===== src/rtl/bif_pkg.sv =====
package bif_pkg;
    typedef enum logic [2:0] {
        S_IDLE   = 3'd0,
        S_LOOKUP = 3'd1,
        S_RESEL  = 3'd2,
        S_INVAL  = 3'd3,
        S_DONE   = 3'd4
    } bif_state_e;
endpackage


===== src/rtl/bif_presence.sv =====
module bif_presence #(
    parameter int NUM_UP  = 2,
    parameter int ENTRIES = 64,
    parameter int IDX_W   = 6
) (
    input  logic                          clk,
    input  logic                          rst_n,
    input  logic [IDX_W-1:0]              rd_idx,
    output logic [NUM_UP-1:0]             rd_bits,
    input  logic                          clr_en,
    input  logic [IDX_W-1:0]              clr_idx,
    input  logic [NUM_UP-1:0]             fill_v,
    input  logic [NUM_UP-1:0][IDX_W-1:0]  fill_idx,
    input  logic [NUM_UP-1:0]             fvic_v,
    input  logic [NUM_UP-1:0][IDX_W-1:0]  fvic_idx,
    input  logic [NUM_UP-1:0]             note_v,
    input  logic [NUM_UP-1:0][IDX_W-1:0]  note_idx
);
    logic [NUM_UP-1:0] pres_q [ENTRIES];
    logic [NUM_UP-1:0] pres_d [ENTRIES];

    assign rd_bits = pres_q[rd_idx];

    // clears first, fill set last so a grant wins over a clear of the same entry
    always_comb begin
        for (int e = 0; e < ENTRIES; e++) begin
            pres_d[e] = pres_q[e];
            if (clr_en && clr_idx == IDX_W'(e)) pres_d[e] = '0;
            for (int c = 0; c < NUM_UP; c++) begin
                if (note_v[c] && note_idx[c] == IDX_W'(e)) pres_d[e][c] = 1'b0;
                if (fvic_v[c] && fvic_idx[c] == IDX_W'(e)) pres_d[e][c] = 1'b0;
                if (fill_v[c] && fill_idx[c] == IDX_W'(e)) pres_d[e][c] = 1'b1;
            end
        end
    end

    always_ff @(posedge clk or negedge rst_n) begin
        if (!rst_n) begin
            for (int e = 0; e < ENTRIES; e++) pres_q[e] <= '0;
        end else begin
            for (int e = 0; e < ENTRIES; e++) pres_q[e] <= pres_d[e];
        end
    end

    for (genvar c = 0; c < NUM_UP; c++) begin : g_chk

        fill_sets_bit_chk: assert property (@(posedge clk) disable iff (!rst_n)
            fill_v[c] |=> pres_q[$past(fill_idx[c])][c]);

        note_clears_bit_chk: assert property (@(posedge clk) disable iff (!rst_n)
            (note_v[c] && !(fill_v[c] && fill_idx[c] == note_idx[c]))
            |=> !pres_q[$past(note_idx[c])][c]);
    end
endmodule


===== src/rtl/bif_ack_pick.sv =====
module bif_ack_pick #(
    parameter int N = 2
) (
    input  logic [N-1:0] req,
    output logic [N-1:0] gnt
);
    logic [N:0] seen;
    assign seen[0] = 1'b0;
    for (genvar i = 0; i < N; i++) begin : g_pick
        assign gnt[i]    = req[i] & ~seen[i];
        assign seen[i+1] = seen[i] | req[i];
    end
endmodule


===== src/rtl/bif_wbbuf.sv =====
module bif_wbbuf #(
    parameter int ADDR_W = 16,
    parameter int DATA_W = 32
) (
    input  logic              clk,
    input  logic              rst_n,
    input  logic              load,
    input  logic [ADDR_W-1:0] load_addr,
    input  logic [DATA_W-1:0] load_data,
    output logic              full,
    output logic              out_valid,
    input  logic              out_ready,
    output logic [ADDR_W-1:0] out_addr,
    output logic [DATA_W-1:0] out_data
);
    logic              vld_q;
    logic [ADDR_W-1:0] addr_q;
    logic [DATA_W-1:0] data_q;

    always_ff @(posedge clk or negedge rst_n) begin
        if (!rst_n) begin
            vld_q  <= 1'b0;
            addr_q <= '0;
            data_q <= '0;
        end else if (load) begin
            vld_q  <= 1'b1;
            addr_q <= load_addr;
            data_q <= load_data;
        end else if (vld_q && out_ready) begin
            vld_q  <= 1'b0;
        end
    end

    assign full      = vld_q;
    assign out_valid = vld_q;
    assign out_addr  = addr_q;
    assign out_data  = data_q;


    wb_hold_chk: assert property (@(posedge clk) disable iff (!rst_n)
        (out_valid && !out_ready) |=> (out_valid && $stable(out_data) && $stable(out_addr)));
endmodule


===== src/rtl/backinv_filter.sv =====
module backinv_filter
    import bif_pkg::*;
#(
    parameter int NUM_UP    = 2,
    parameter int SETS      = 16,
    parameter int WAYS      = 4,
    parameter int ADDR_W    = 16,
    parameter int DATA_W    = 32,
    parameter int MAX_RESEL = 2,
    localparam int SET_W    = $clog2(SETS),
    localparam int WAY_W    = $clog2(WAYS)
) (
    input  logic                     clk,
    input  logic                     rst_n,
    input  logic                     ev_valid,
    output logic                     ev_ready,
    input  logic [SET_W-1:0]         ev_set,
    input  logic [WAY_W-1:0]         ev_way,
    input  logic [ADDR_W-1:0]        ev_addr,
    input  logic                     ev_coh,
    output logic                     ev_done,
    output logic [WAY_W-1:0]         ev_done_way,
    output logic                     resel_req,
    output logic [SET_W-1:0]         resel_set,
    output logic [WAY_W-1:0]         resel_cur_way,
    input  logic                     resel_valid,
    input  logic [WAY_W-1:0]         resel_way,
    input  logic [ADDR_W-1:0]        resel_addr,
    input  logic [NUM_UP-1:0]        fill_valid,
    input  logic [NUM_UP*SET_W-1:0]  fill_set,
    input  logic [NUM_UP*WAY_W-1:0]  fill_way,
    input  logic [NUM_UP-1:0]        fill_vic_valid,
    input  logic [NUM_UP*SET_W-1:0]  fill_vic_set,
    input  logic [NUM_UP*WAY_W-1:0]  fill_vic_way,
    input  logic [NUM_UP-1:0]        note_valid,
    input  logic [NUM_UP*SET_W-1:0]  note_set,
    input  logic [NUM_UP*WAY_W-1:0]  note_way,
    output logic [NUM_UP-1:0]        inv_valid,
    output logic [ADDR_W-1:0]        inv_addr,
    input  logic [NUM_UP-1:0]        inv_ack,
    input  logic [NUM_UP-1:0]        inv_dirty,
    input  logic [NUM_UP*DATA_W-1:0] inv_data,
    output logic [NUM_UP-1:0]        inv_ack_ready,
    output logic                     wb_valid,
    input  logic                     wb_ready,
    output logic [ADDR_W-1:0]        wb_addr,
    output logic [DATA_W-1:0]        wb_data
);
    localparam int IDX_W   = SET_W + WAY_W;
    localparam int ENTRIES = SETS * WAYS;
    localparam int CNT_W   = $clog2(MAX_RESEL + 2);

    bif_state_e        state_q, state_d;
    logic [SET_W-1:0]  set_q;
    logic [WAY_W-1:0]  way_q;
    logic [ADDR_W-1:0] addr_q;
    logic              coh_q;
    logic [CNT_W-1:0]  cnt_q;
    logic [NUM_UP-1:0] pend_q;

    logic [NUM_UP-1:0] rd_bits;
    logic [IDX_W-1:0]  cur_idx;
    logic              clr_en;
    logic [NUM_UP-1:0] ack_req, ack_gnt;
    logic              wb_full, wb_load;
    logic [DATA_W-1:0] wb_load_data;

    logic [NUM_UP-1:0][IDX_W-1:0] fill_idx, fvic_idx, note_idx;

    for (genvar c = 0; c < NUM_UP; c++) begin : g_idx
        assign fill_idx[c] = {fill_set[c*SET_W +: SET_W],     fill_way[c*WAY_W +: WAY_W]};
        assign fvic_idx[c] = {fill_vic_set[c*SET_W +: SET_W], fill_vic_way[c*WAY_W +: WAY_W]};
        assign note_idx[c] = {note_set[c*SET_W +: SET_W],     note_way[c*WAY_W +: WAY_W]};
    end

    assign cur_idx = {set_q, way_q};

    bif_presence #(.NUM_UP(NUM_UP), .ENTRIES(ENTRIES), .IDX_W(IDX_W)) u_pres (
        .clk      (clk),
        .rst_n    (rst_n),
        .rd_idx   (cur_idx),
        .rd_bits  (rd_bits),
        .clr_en   (clr_en),
        .clr_idx  (cur_idx),
        .fill_v   (fill_valid),
        .fill_idx (fill_idx),
        .fvic_v   (fill_vic_valid),
        .fvic_idx (fvic_idx),
        .note_v   (note_valid),
        .note_idx (note_idx)
    );

    assign ack_req = (state_q == S_INVAL && !wb_full) ? (inv_ack & pend_q) : '0;

    bif_ack_pick #(.N(NUM_UP)) u_pick (
        .req (ack_req),
        .gnt (ack_gnt)
    );

    always_comb begin
        wb_load_data = '0;
        for (int c = 0; c < NUM_UP; c++)
            if (ack_gnt[c]) wb_load_data = inv_data[c*DATA_W +: DATA_W];
    end
    assign wb_load = |(ack_gnt & inv_dirty);

    bif_wbbuf #(.ADDR_W(ADDR_W), .DATA_W(DATA_W)) u_wb (
        .clk       (clk),
        .rst_n     (rst_n),
        .load      (wb_load),
        .load_addr (addr_q),
        .load_data (wb_load_data),
        .full      (wb_full),
        .out_valid (wb_valid),
        .out_ready (wb_ready),
        .out_addr  (wb_addr),
        .out_data  (wb_data)
    );

    // next-state logic
    always_comb begin
        state_d = state_q;
        unique case (state_q)
            S_IDLE:   if (ev_valid) state_d = S_LOOKUP;
            S_LOOKUP: begin
                if (rd_bits == '0)
                    state_d = S_DONE;
                else if (!coh_q && cnt_q < CNT_W'(MAX_RESEL))
                    state_d = S_RESEL;
                else
                    state_d = S_INVAL;
            end
            S_RESEL:  if (resel_valid) state_d = S_LOOKUP;
            S_INVAL:  if (pend_q == '0) state_d = S_DONE;
            S_DONE:   state_d = S_IDLE;
            default:  state_d = S_IDLE;
        endcase
    end

    // state register
    always_ff @(posedge clk or negedge rst_n) begin
        if (!rst_n) state_q <= S_IDLE;
        else        state_q <= state_d;
    end

    // victim context and pending targets
    always_ff @(posedge clk or negedge rst_n) begin
        if (!rst_n) begin
            set_q  <= '0;
            way_q  <= '0;
            addr_q <= '0;
            coh_q  <= 1'b0;
            cnt_q  <= '0;
            pend_q <= '0;
        end else begin
            if (state_q == S_IDLE && ev_valid) begin
                set_q  <= ev_set;
                way_q  <= ev_way;
                addr_q <= ev_addr;
                coh_q  <= ev_coh;
                cnt_q  <= '0;
            end
            if (state_q == S_RESEL && resel_valid) begin
                way_q  <= resel_way;
                addr_q <= resel_addr;
                cnt_q  <= cnt_q + 1'b1;
            end
            if (state_q == S_LOOKUP && state_d == S_INVAL)
                pend_q <= rd_bits;
            else
                pend_q <= pend_q & ~ack_gnt;
        end
    end

    // outputs
    always_comb begin
        ev_ready      = (state_q == S_IDLE);
        ev_done       = (state_q == S_DONE);
        ev_done_way   = way_q;
        resel_req     = (state_q == S_RESEL);
        resel_set     = set_q;
        resel_cur_way = way_q;
        inv_valid     = (state_q == S_INVAL) ? pend_q : '0;
        inv_addr      = addr_q;
        inv_ack_ready = ack_gnt;
        clr_en        = (state_q == S_DONE);
    end


    inval_has_target_chk: assert property (@(posedge clk) disable iff (!rst_n)
        (state_q == S_INVAL && $past(state_q) == S_LOOKUP) |-> (pend_q != '0));

    done_after_acks_chk: assert property (@(posedge clk) disable iff (!rst_n)
        ev_done |-> (inv_valid == '0));

    one_ack_per_cycle_chk: assert property (@(posedge clk) disable iff (!rst_n)
        $onehot0(inv_ack_ready));

    stall_when_full_chk: assert property (@(posedge clk) disable iff (!rst_n)
        wb_valid |-> (inv_ack_ready == '0));

    resel_budget_chk: assert property (@(posedge clk) disable iff (!rst_n)
        resel_req |-> (cnt_q < CNT_W'(MAX_RESEL)));

    coh_no_resel_chk: assert property (@(posedge clk) disable iff (!rst_n)
        resel_req |-> !coh_q);
endmodule


===== config.mk =====
export PLATFORM = sky130hd
export DESIGN_NAME = backinv_filter
export DESIGN_NICKNAME = d
export VERILOG_FILES = /design/src/rtl/bif_pkg.sv /design/src/rtl/bif_presence.sv /design/src/rtl/bif_ack_pick.sv /design/src/rtl/bif_wbbuf.sv /design/src/rtl/backinv_filter.sv
export SDC_FILE = /design/constraint.sdc
export NUM_CORES = 1
export LEC_CHECK = 0
export ABC_CLOCK_PERIOD_IN_PS = 3210
export CAP_MARGIN = 10
export CORE_MARGIN = 1
export CORE_UTILIZATION = 38
export CTS_BUF_LIST = sky130_fd_sc_hd__clkbuf_16
export CTS_CLUSTER_SIZE = 12
export DETAILED_ROUTE_END_ITERATION = 10
export REMOVE_ABC_BUFFERS = 1
export SYNTH_ARGS = -nofsm -noshare
export SYNTH_HDL_FRONTEND = slang
export SYNTH_SLANG_ARGS = --single-unit

===== constraint.sdc =====
create_clock -name clk -period 3.21 [get_ports clk]
set_input_delay 0.642 -clock clk [delete_from_list [all_inputs] [get_ports clk]]
set_output_delay 0.642 -clock clk [all_outputs]
set_load 0.01 [all_outputs]

==> flow_summary.ini <==
[cells_and_area]
syn_to_final_growth_pct = 31.8
layout.nets = 1592
drive_above_1_share_pct = 9.10
antenna_cells = 0

[floorplanning]
core_sq_um = 29000
io_pins = 236
die_w_um = 175
die_area_sq_um = 30500
initial_core_util_pct = 39.0
row_count = 62
fp.dieH_um = 175

[global_routing]
grt.total_usage_pct = 28.5
grt_pass1_wl_mm = 66.2
grt_max_degree = 82
grt.overflow.total = 0
grt_antenna_before_repair = 1
grt_pass1_vias = 10800

[route]
detail-route-antenna-nets = 0
drtIter0Drc = 1411
via_count = 11300
drt-pass1-iter-count = 8
vias_per_cell = 6.15
wl_per_cell_um = 24.0
route.detailed.drc = 0
drt-total-wl_mm = 44.0

[critical_path]
path_cells = nor2b_1, and3_1, and4_1, clkdlybuf4s50_1
worstSetupEndpointType = primary output
path_buf_inv = 1
timing.critical_path.from = state_q[0]
worstSetupPathType = reg2out
crit_slowest_cell = clkdlybuf4s50_1
cp_top_family = simple AND/OR/NAND/NOR gates
r2r_start = ev_done_way[0]
critPathMaxFanout = 7
crit_required_ps = 2570
cp_data_arrival_time_ps = 2340
cp-start-kind = register
max_stage_delay_ps = 600

[place]
gp_congestion = 0.985
port_buffers = 235
dp_slack_ps = 357
dp_hpwl_mm = 33.6

[cts]
clkSlewWorstSetupHoldPaths_ps = 60
cts.path.max_buffers = 3
post_cts_buffers = 0
clkSinkCount = 207
cts_root_buffer = clkbuf_16
cts-hold-fix-buffers = 0
cts_tree = done
numCtsBuffers = 25
cts_resized = 0
insertion_delay_ps = 530
cts_max_level = 1

[timing]
worst_hold_slack_ps = 110
max-slew-margin-rel_pct = 35.6
setup_ws_ps = 230
finalMaxSlewViolations = 0
tightest_slew_ps = 964
skew_ps = 16.3
fmax_mhz = 336
fin_crit_ps = 2980
hold_viol = 0
rsz0062_at_grt = no
setup-violations-final = 0
timing.final.crit_share_pct = 92.8

[yosys]
ys_seq_area_share_pct = 45.8
synth_top_area_share_pct = 45.8
synthCells = 1231
synth_top_family_by_area = compound AO/OA/AOI/OAI gates
ys_seq_elements = 207
synth_xor_area_share_pct = 0
yosysTopAreaCell = dfrtp_1
synth-edff-count = 0
synthAdderAreaFrac_pct = 0
async_flop_share_pct = 100
synth.most_common_cell = nand2_1
ys_warn_count = 0
synthMuxAreaShare_pct = 10.1
synth.avg_cell_area_sq_um = 9.20
netlist_top_cells_area = dfrtp_1 (46%), a22oi_1 (9.3%), nand2_1 (8.1%)
synth_common_cells = nand2_1 (245), dfrtp_1 (207), a22oi_1 (140)
synth_area_sq_um = 11300
synth_cell_type_count = 38
synth-compound-area-share_pct = 22.1
synth_ff_type = dfrtp_1
synthSimpleGateAreaFrac_pct = 18.8

[power_and_ir_drop]
power_density_nw_per_um2 = 684
vdd_drop_max_v = 0.000432
p_leak_nw = 5.59

[run_status]
status = complete, no violations

[run]
max_cap_viol_count = 0

[hold_path]
hold_path_class = in2async
-- report_power, final --
part	internal, mW	switching, mW	leakage, nW
Clock	1.73	1.13	0.406
Combinational	1.77	1.73	2.48
Sequential	3.30	0.550	2.70
Total	6.80	3.41	5.59
-- metrics by stage --
step	util, %	area, sq um	setup TNS, ps	instances	total power [mW]
floorplan	-	11000	-108580	1147	5.70
global placement	48.7	14100	0	1793	7.29
detailed placement	48.7	14100	0	1793	7.35
CTS	51.4	14900	0	1835	10.2
global route	51.4	14900	0	1835	10.7
finish	51.4	14900	0	1835	10.2
-- layer usage --
| metal | track usage [%] | vias to the layer above | part of all wire, % |
|---|---|---|---|
| met3 | 5.68 | 139 | 9.2 |
| li1 | - | 4999 | - |
| met2 | 45.3 | 714 | 46 |
| met4 | 11.8 | 2 | 4.7 |
| met1 | 37.9 | 5423 | 40 |
| met5 | 0 | - | 0.030 |
-- cell type report --
| type | instances | area, sq um |
|---|---|---|
| fill | 2690 | 14100 |
| multi-input combinational | 932 | 5800 |
| sequential | 207 | 5180 |
| timing repair buffer | 262 | 2620 |
| clock buffer | 25 | 626 |
| tap | 384 | 480 |
| clock inverter | 17 | 181 |
| inverter | 8 | 30.0 |
-- kinds of logic after synthesis --
family	after synthesis
AND/OR/NAND/NOR	486
AO/OA/AOI/OAI	374
multiplexers	72
buffers and inverters	92
flip-flops	207
-- cell usage in the layout, fill, tap and decap left out, drive strengths merged, types with 5 or more instances in the layout --
cell type	synthesis	routed
nand2	245	245
clkinv	0	11
a22oi	140	140
nor2b	13	13
dfrtp	207	207
nor3	25	25
nand3	18	18
o22ai	123	123
o32ai	6	6
nor4	8	8
buf	20	27
nor2	117	117
mux2	22	22
nand3b	5	5
o311ai	6	6
nor3b	7	7
o21ai	54	54
o211ai	28	28
inv	8	10
a21oi	13	13
clkdlybuf4s50	0	234
clkbuf	64	26
mux4	32	32
mux2i	18	18
nand2b	24	24
and3	9	9
-- sequential cells by signal (all words and copies together), names as in the netlist --
signal	count
u_pres.pres_q	128
u_wb.out_data	32
inv_addr	16
u_wb.out_addr	16
resel_set	4
state_q	3
cnt_q	2
ev_done_way	2
pend_q	2
coh_q	1
u_wb.full	1
-- final timing paths --
check / cells after the start / slack, ps / to
worst max-delay path: 4 / 230 / inv_ack_ready[1]
worst min register to register: 2 / 480 / u_wb.out_data[17]
worst min-delay path: 1 / 110 / u_pres.pres_q[93]
min in group clk: 2 / 480 / u_wb.out_data[17]
worst max register to register: 7 / 290 / state_q[0]
max in group asynchronous: 2 / 2310 / u_pres.pres_q[1]
Note: power is estimated with default switching activity, not from simulation.
